<file path="src/rtl/ftr_pkg.sv">
`timescale 1ns/1ps
package ftr_pkg;

  typedef enum logic [2:0] {
    EV_CALL = 3'd0,
    EV_RET  = 3'd1,
    EV_IRQ  = 3'd2,
    EV_IRET = 3'd3,
    EV_TRAP = 3'd4,
    EV_JUMP = 3'd5,
    EV_LOOP = 3'd6,
    EV_EXC  = 3'd7
  } evKind_e;

  typedef struct packed {
    logic capture;
    logic writeCur;
    logic writeNext;
  } trStrobe_t;

  function automatic logic isLongEvent(evKind_e k);
    return (k == EV_IRQ) || (k == EV_TRAP) || (k == EV_EXC);
  endfunction

endpackage

</file>
<file path="src/rtl/ftr_ctrl.sv">
`timescale 1ns/1ps
module ftr_ctrl
  import ftr_pkg::*;
#(
  parameter int SHORT_LEN = 4,
  parameter int LONG_LEN  = 5
) (
  input  logic       clk,
  input  logic       rstN,
  input  logic       enable,
  input  logic       evtValid,
  input  logic [2:0] evtKind,
  output logic       busy,
  output trStrobe_t  strobe
);

  localparam int CNT_W = $clog2(LONG_LEN + 1);

  logic             busyQ;
  logic [CNT_W-1:0] phaseCnt;
  logic [CNT_W-1:0] lastPhase;
  logic             accept;

  assign accept = evtValid && enable && !busyQ;

  always_ff @(posedge clk) begin
    if (!rstN) begin
      busyQ     <= 1'b0;
      phaseCnt  <= '0;
      lastPhase <= '0;
    end else if (accept) begin
      busyQ     <= 1'b1;
      phaseCnt  <= '0;
      lastPhase <= isLongEvent(evKind_e'(evtKind)) ? CNT_W'(LONG_LEN - 1)
                                                   : CNT_W'(SHORT_LEN - 1);
    end else if (busyQ) begin
      if (phaseCnt == lastPhase) begin
        busyQ <= 1'b0;
      end
      phaseCnt <= phaseCnt + CNT_W'(1);
    end
  end

  always_comb begin
    strobe.capture   = accept;
    strobe.writeCur  = busyQ && (phaseCnt == CNT_W'(0));
    strobe.writeNext = busyQ && (phaseCnt == CNT_W'(1));
  end

  assign busy = busyQ;

endmodule

</file>
<file path="src/rtl/ftr_datapath.sv">
`timescale 1ns/1ps
module ftr_datapath
  import ftr_pkg::*;
#(
  parameter int ADDR_W    = 32,
  parameter int SEL_W     = 3,
  parameter int BASE_LOG2 = 7,
  parameter int CTL_W     = 8,
  parameter int EN_BIT    = 7
) (
  input  logic              clk,
  input  logic              rstN,
  input  logic              regWrEn,
  input  logic              regSel,
  input  logic [ADDR_W-1:0] regWrData,
  input  trStrobe_t         strobe,
  input  logic [ADDR_W-1:0] curPc,
  input  logic [ADDR_W-1:0] nextPc,
  output logic              enable,
  output logic [CTL_W-1:0]  ctlValue,
  output logic [ADDR_W-1:0] addrValue,
  output logic              memWe,
  output logic [ADDR_W-1:0] memAddr,
  output logic [ADDR_W-1:0] memData
);

  localparam int WORD_BYTES = 4;
  localparam int ALIGN_W    = $clog2(WORD_BYTES);
  localparam logic [CTL_W-1:0] CTL_KEEP =
      (CTL_W'(1) << EN_BIT) | CTL_W'((1 << SEL_W) - 1);

  logic [CTL_W-1:0]  ctlQ;
  logic [ADDR_W-1:0] ptrQ;
  logic [ADDR_W-1:0] curQ;
  logic [ADDR_W-1:0] nextQ;
  logic [SEL_W-1:0]  winSel;
  logic [ADDR_W-1:0] winMask;
  logic [ADDR_W-1:0] ptrInc;
  logic [ADDR_W-1:0] ptrWrap;

  assign winSel  = ctlQ[SEL_W-1:0];
  assign winMask = ((ADDR_W'(1) << BASE_LOG2) << winSel) - ADDR_W'(1);
  assign ptrInc  = ptrQ + ADDR_W'(WORD_BYTES);
  assign ptrWrap = (ptrQ & ~winMask) | (ptrInc & winMask);

  always_ff @(posedge clk) begin
    if (!rstN) begin
      ctlQ <= '0;
    end else if (regWrEn && !regSel) begin
      ctlQ <= regWrData[CTL_W-1:0] & CTL_KEEP;
    end
  end

  always_ff @(posedge clk) begin
    if (!rstN) begin
      ptrQ <= '0;
    end else if (regWrEn && regSel) begin
      ptrQ <= {regWrData[ADDR_W-1:ALIGN_W], {ALIGN_W{1'b0}}};
    end else if (memWe) begin
      ptrQ <= ptrWrap;
    end
  end

  always_ff @(posedge clk) begin
    if (!rstN) begin
      curQ  <= '0;
      nextQ <= '0;
    end else if (strobe.capture) begin
      curQ  <= curPc;
      nextQ <= nextPc;
    end
  end

  assign memWe     = strobe.writeCur || strobe.writeNext;
  assign memAddr   = ptrQ;
  assign memData   = strobe.writeNext ? nextQ : curQ;
  assign enable    = ctlQ[EN_BIT];
  assign ctlValue  = ctlQ;
  assign addrValue = ptrQ;

endmodule

</file>
<file path="src/rtl/flow_trace_recorder.sv">
`timescale 1ns/1ps
module flow_trace_recorder
  import ftr_pkg::*;
#(
  parameter int ADDR_W    = 32,
  parameter int SEL_W     = 3,
  parameter int BASE_LOG2 = 7,
  parameter int SHORT_LEN = 4,
  parameter int LONG_LEN  = 5
) (
  input  logic              clk,
  input  logic              rstN,
  input  logic              regWrEn,
  input  logic              regSel,
  input  logic [ADDR_W-1:0] regWrData,
  output logic [7:0]        ctlValue,
  output logic [ADDR_W-1:0] addrValue,
  input  logic              evtValid,
  input  logic [2:0]        evtKind,
  input  logic [ADDR_W-1:0] curPc,
  input  logic [ADDR_W-1:0] nextPc,
  output logic              busy,
  output logic              memWe,
  output logic [ADDR_W-1:0] memAddr,
  output logic [ADDR_W-1:0] memData
);

  trStrobe_t strobe;
  logic      enable;

  ftr_ctrl #(
    .SHORT_LEN(SHORT_LEN),
    .LONG_LEN (LONG_LEN)
  ) u_ctrl (
    .clk     (clk),
    .rstN    (rstN),
    .enable  (enable),
    .evtValid(evtValid),
    .evtKind (evtKind),
    .busy    (busy),
    .strobe  (strobe)
  );

  ftr_datapath #(
    .ADDR_W   (ADDR_W),
    .SEL_W    (SEL_W),
    .BASE_LOG2(BASE_LOG2),
    .CTL_W    (8),
    .EN_BIT   (7)
  ) u_dp (
    .clk      (clk),
    .rstN     (rstN),
    .regWrEn  (regWrEn),
    .regSel   (regSel),
    .regWrData(regWrData),
    .strobe   (strobe),
    .curPc    (curPc),
    .nextPc   (nextPc),
    .enable   (enable),
    .ctlValue (ctlValue),
    .addrValue(addrValue),
    .memWe    (memWe),
    .memAddr  (memAddr),
    .memData  (memData)
  );

endmodule

</file>
<file path="config.mk">
export PLATFORM = sky130hd
export DESIGN_NAME = flow_trace_recorder
export DESIGN_NICKNAME = d
export VERILOG_FILES = /design/src/rtl/ftr_pkg.sv /design/src/rtl/ftr_ctrl.sv /design/src/rtl/ftr_datapath.sv /design/src/rtl/flow_trace_recorder.sv
export SDC_FILE = /design/constraint.sdc
export NUM_CORES = 1
export LEC_CHECK = 0
export CAP_MARGIN = 10
export CORE_MARGIN = 2
export CORE_UTILIZATION = 25
export DETAILED_ROUTE_END_ITERATION = 8
export PLACE_DENSITY = 0.51
export SLEW_MARGIN = 30
export SYNTH_ARGS = -nofsm -noshare
export SYNTH_HDL_FRONTEND = slang
export SYNTH_HIERARCHICAL = 1
export SYNTH_SLANG_ARGS = --single-unit
</file>
<file path="constraint.sdc">
create_clock -name clk -period 4.45 [get_ports clk]
set_input_delay 1.335 -clock clk [delete_from_list [all_inputs] [get_ports clk]]
set_output_delay 1.335 -clock clk [all_outputs]
set_load 0.01 [all_outputs]
</file>
==> impl_metrics.prom <==
# TYPE chip_impl_metric gauge
chip_impl_metric{name="async_reset_ff_frac",unit=""} 0
chip_impl_info{name="worstReg2RegEnd",value="u_dp/addrValue[14]"} 1
chip_impl_metric{name="firstDrtPassIters",unit=""} 5
chip_impl_metric{name="cts.repair.resized",unit=""} 0
chip_impl_metric{name="n_antenna_cell",unit=""} 0
chip_impl_metric{name="gp_routability_congestion",unit=""} 0.775
chip_impl_info{name="worstPathCellList",value="ha_1 > and3b_2 > buf_4 > mux2_2 > clkdlybuf4s50_1"} 1
chip_impl_metric{name="multi_input_logic_area",unit="µm²"} 2610
chip_impl_metric{name="post_synth_and_or_nand_nor_area_fraction",unit=""} 0.173
chip_impl_metric{name="slew_headroom",unit=""} 0.579
chip_impl_info{name="rsz_0062_raised_after_global_routing",value="no"} 1
chip_impl_metric{name="report.final.hold_viol_count",unit=""} 0
chip_impl_metric{name="share_comb_of_total_power",unit=""} 0.151
chip_impl_metric{name="slew_viol_final",unit=""} 0
chip_impl_metric{name="synth-adder-area-share",unit=""} 0.0146
chip_impl_metric{name="grt.overflow.total",unit=""} 0
chip_impl_metric{name="setup-violations-final",unit=""} 0
chip_impl_metric{name="grt_start_max_net_pins",unit=""} 51
chip_impl_metric{name="timing.hold.ws",unit="ns"} 0.496
chip_impl_metric{name="cts-buffers-inserted",unit=""} 9
chip_impl_info{name="gr_busiest_metal",value="met2"} 1
chip_impl_metric{name="fraction_of_final_layout_cells_with_drive_strength_greater_than_1",unit=""} 0.101
chip_impl_metric{name="clock_skew",unit="ns"} 0.00896
chip_impl_metric{name="cts_buffer_depth",unit=""} 2
chip_impl_info{name="regToRegStartpoint",value="u_ctrl/phaseCnt[0]"} 1
chip_impl_metric{name="grt_pass1_wl",unit="mm"} 23.7
chip_impl_metric{name="critPathBufInv",unit=""} 2
chip_impl_metric{name="post_synth_mux_area_share",unit=""} 0.209
chip_impl_metric{name="vdd.ir_drop.worst",unit="mV"} 0.183
chip_impl_info{name="layout_common_cells",value="201 x sky130_fd_sc_hd__clkdlybuf4s50_1, 104 x sky130_fd_sc_hd__dfxtp_1, 86 x sky130_fd_sc_hd__nor2_1"} 1
chip_impl_metric{name="dpl_worst_slack",unit="ns"} 0.853
chip_impl_metric{name="clockPowerShare",unit=""} 0.371
chip_impl_metric{name="grt_usage",unit=""} 0.138
chip_impl_metric{name="cts_sinks",unit=""} 104
chip_impl_metric{name="power.static_leakage",unit="µW"} 0.00261
chip_impl_metric{name="layout.cell_area.non_filler",unit="µm²"} 7440
chip_impl_metric{name="cts_htree_levels",unit=""} 3
chip_impl_metric{name="synth.yosys.seq_area_share",unit=""} 0.406
chip_impl_metric{name="vias_in_the_first_global_route",unit=""} 4368
chip_impl_metric{name="post_dp_cell_area",unit="µm²"} 7160
chip_impl_metric{name="post-place-cells",unit=""} 964
chip_impl_metric{name="dr.first_iter.drc_count",unit=""} 126
chip_impl_info{name="hp-class",value="reg -> reg"} 1
chip_impl_info{name="synth_top_family_by_area",value="multiplexers"} 1
chip_impl_metric{name="hpwlAfterDp",unit="mm"} 11.2
chip_impl_metric{name="synth_enable_flop_cells",unit=""} 0
chip_impl_info{name="crit_type",value="reg -> out"} 1
chip_impl_metric{name="antenna_left",unit=""} 0
chip_impl_metric{name="worst_ep_arrival_time",unit="ns"} 2.59
chip_impl_info{name="status",value="finished clean"} 1
chip_impl_metric{name="netSwitchingPower",unit="µW"} 543
chip_impl_metric{name="avg_cell_area_syn",unit="µm²"} 9.30
chip_impl_metric{name="met2_usage",unit=""} 0.224
chip_impl_metric{name="timing.max_cap.violations",unit=""} 0
chip_impl_metric{name="cp_max_stage_delay",unit="ns"} 0.49
chip_impl_metric{name="nNetsFinal",unit=""} 815
chip_impl_metric{name="path_max_fanout",unit=""} 22
chip_impl_metric{name="clock_latency_on_the_worst_skew_pair",unit="ns"} 0.36
chip_impl_metric{name="antenna_found_initial",unit=""} 1
chip_impl_metric{name="power-per-cell-area",unit="nW/µm²"} 281
chip_impl_metric{name="die_width",unit="µm"} 147
chip_impl_metric{name="tightestPinTransition",unit="ns"} 0.630
chip_impl_metric{name="grt_util_met1",unit=""} 0.169
chip_impl_metric{name="switching_share",unit=""} 0.260
chip_impl_metric{name="layout.filler_cells",unit=""} 2011
chip_impl_metric{name="setup-tns-final",unit="ns"} 0
chip_impl_metric{name="synth_area",unit="µm²"} 5120
chip_impl_info{name="mostFrequentLayoutCell",value="sky130_fd_sc_hd__clkdlybuf4s50_1"} 1
chip_impl_metric{name="timing.reg2reg.worst_path_depth",unit=""} 8
chip_impl_metric{name="synth_compound_gate_area_share",unit=""} 0.0649
chip_impl_metric{name="r2r_setup_slack",unit="ns"} 2.11
chip_impl_metric{name="max_clock_freq",unit="GHz"} 0.255
chip_impl_metric{name="wire_per_inst",unit="µm"} 15.3
chip_impl_metric{name="drc",unit=""} 0
chip_impl_info{name="slowest_library_cell_on_the_worst_path",value="sky130_fd_sc_hd__clkdlybuf4s50_1"} 1
chip_impl_metric{name="p_int",unit="µW"} 1550
chip_impl_info{name="synth_largest_area_cell",value="sky130_fd_sc_hd__dfxtp_1"} 1
chip_impl_metric{name="post_synth_inst_count",unit=""} 551
chip_impl_info{name="ys_top_cells_by_area",value="sky130_fd_sc_hd__dfxtp_1 41%, sky130_fd_sc_hd__mux2i_1 14%, sky130_fd_sc_hd__mux2_2 7.0%"} 1
chip_impl_metric{name="core_region_area",unit="µm²"} 20200
chip_impl_metric{name="yosys_register_bits",unit=""} 104
chip_impl_metric{name="final_cell_count_no_fill",unit=""} 980
chip_impl_metric{name="synth_top_area_frac",unit=""} 0.406
chip_impl_info{name="min-delay-start",value="u_dp/nextQ[10]"} 1
chip_impl_info{name="ys.flop_type",value="sky130_fd_sc_hd__dfxtp_1"} 1
chip_impl_metric{name="number_of_buffers_added_for_setup_after_cts",unit=""} 0
chip_impl_metric{name="rows",unit=""} 52
chip_impl_metric{name="final_min_period_over_clock_period",unit=""} 0.881
chip_impl_metric{name="post_synth_num_cell_types",unit=""} 47
chip_impl_info{name="startpoint_type",value="register"} 1
chip_impl_metric{name="avgViaCountPerCell",unit=""} 4.41
chip_impl_info{name="cts_tree",value="yes"} 1
chip_impl_metric{name="drt_wl_total",unit="mm"} 15.0
chip_impl_metric{name="area.sequential",unit="µm²"} 2080
chip_impl_info{name="critPathTopFamily",value="buffers and inverters"} 1
chip_impl_metric{name="seqPwrFrac",unit=""} 0.479
chip_impl_metric{name="setup_slack",unit="ns"} 0.528
chip_impl_metric{name="ys.warnings.count",unit=""} 6
chip_impl_metric{name="die_area",unit="µm²"} 21700
chip_impl_metric{name="post_synth_xor_area_fraction",unit=""} 0.0427
chip_impl_metric{name="final_period_minus_worst_setup_slack",unit="ns"} 3.92
chip_impl_info{name="setup.worst_path.end_class",value="output port"} 1
chip_impl_metric{name="path_clk_slew",unit="ns"} 0.08
chip_impl_info{name="cts-root-buf",value="sky130_fd_sc_hd__clkbuf_16"} 1
chip_impl_metric{name="area_growth_syn_to_layout",unit="%"} 45.1
chip_impl_metric{name="io_buffer_count",unit=""} 201
chip_impl_metric{name="hold_depth",unit=""} 2
chip_impl_metric{name="design.portCount",unit=""} 210
chip_impl_metric{name="cts-hold-fix-buffers",unit=""} 0
chip_impl_metric{name="route.vias.total",unit=""} 4317
chip_impl_metric{name="initial_utilization",unit=""} 0.254
chip_impl_info{name="hold_end",value="u_dp/nextQ[10]"} 1
chip_impl_metric{name="groute.layer.met3.usage",unit=""} 0.0534
chip_impl_metric{name="vert_die_dim",unit="µm"} 147
chip_impl_metric{name="worst_path_required_time",unit="ns"} 3.12
## cell usage after synthesis, drive strengths merged (6+ instances only)
master,count
nand2,33
mux2i,71
dfxtp,104
a21oi,17
buf,48
nor4,6
a211oi,8
clkbuf,26
ha,6
mux2,32
nor2,86
nand3,14
xnor2,21
nor3,8
o21ai,14
## logic make-up (layout without fill, tap and decap cells)
logic type	count (synthesis)	count (layout)
AO/OA/AOI/OAI	54	54
flip-flops	104	104
buffers and inverters	79	231
AND/OR/NAND/NOR	179	179
multiplexers	103	103
XOR/XNOR	25	25
other	1	8
adder cells (fa/ha/maj)	6	6
## sequential cells by signal (all words and copies together) (netlist names)
name	flops
u_ctrl/lastPhase	2
u_ctrl/busy	1
u_dp/ctlValue	4
u_dp/addrValue	30
u_ctrl/phaseCnt	3
u_dp/nextQ	32
u_dp/curQ	32
## worst reg2reg max path: cells and delay by family, from the launching register on
| family | cells | cell delay, ns |
|---|---|---|
| AND/OR/NAND/NOR | 4 | 1.17 |
| XOR/XNOR | 1 | 0.09 |
| buffers and inverters | 1 | 0.17 |
| flip-flops | 1 | 0.43 |
| adder cells (fa/ha/maj) | 1 | 0.17 |
| AO/OA/AOI/OAI | 1 | 0.21 |
## how the worst max path moves through the flow
stage / startpoint / end / slack [ns] / cells past startpoint
floorplan: u_ctrl/phaseCnt[0] / memData[10] / 1.53 / 5
global placement: u_ctrl/phaseCnt[0] / memData[15] / 0.95 / 5
detailed placement: u_ctrl/phaseCnt[0] / memData[23] / 0.85 / 5
CTS: u_ctrl/phaseCnt[0] / memData[23] / 0.45 / 5
global route: u_ctrl/phaseCnt[0] / memData[20] / 0.33 / 5
finish: u_ctrl/phaseCnt[0] / memData[23] / 0.53 / 5
## through the flow
step / total power [µW] / util
after floorplan: 1160 / -
after global placement: 1340 / 0.355
after detailed placement: 1340 / 0.355
after CTS: 2130 / 0.369
after global routing: 2200 / 0.369
final: 2090 / 0.369
## metal layers
| layer | wire (µm) | vias up |
|---|---|---|
| li1 | - | 2147 |
| met1 | 6540 | 1974 |
| met2 | 6810 | 179 |
| met3 | 1390 | 15 |
| met4 | 227 | 2 |
| met5 | 16 | - |
## power by group through the flow
stage	Sequential, µW	Clock, µW	Combinational, µW
global placement	1020	0	314
finish	1000	775	315
global route	1010	851	339
detailed placement	1020	0	317
floorplan	1020	0	144
CTS	1000	815	318
## cell type report
cell class | count | area share
Sequential cell | 104 | 0.280
Clock inverter | 6 | 0.00706
Clock buffer | 10 | 0.0308
Tap cell | 270 | 0.0454
Inverter | 5 | 0.00269
Timing Repair Buffer | 210 | 0.283
Multi-Input combinational cell | 375 | 0.351
(Power assumes the default switching activity.)
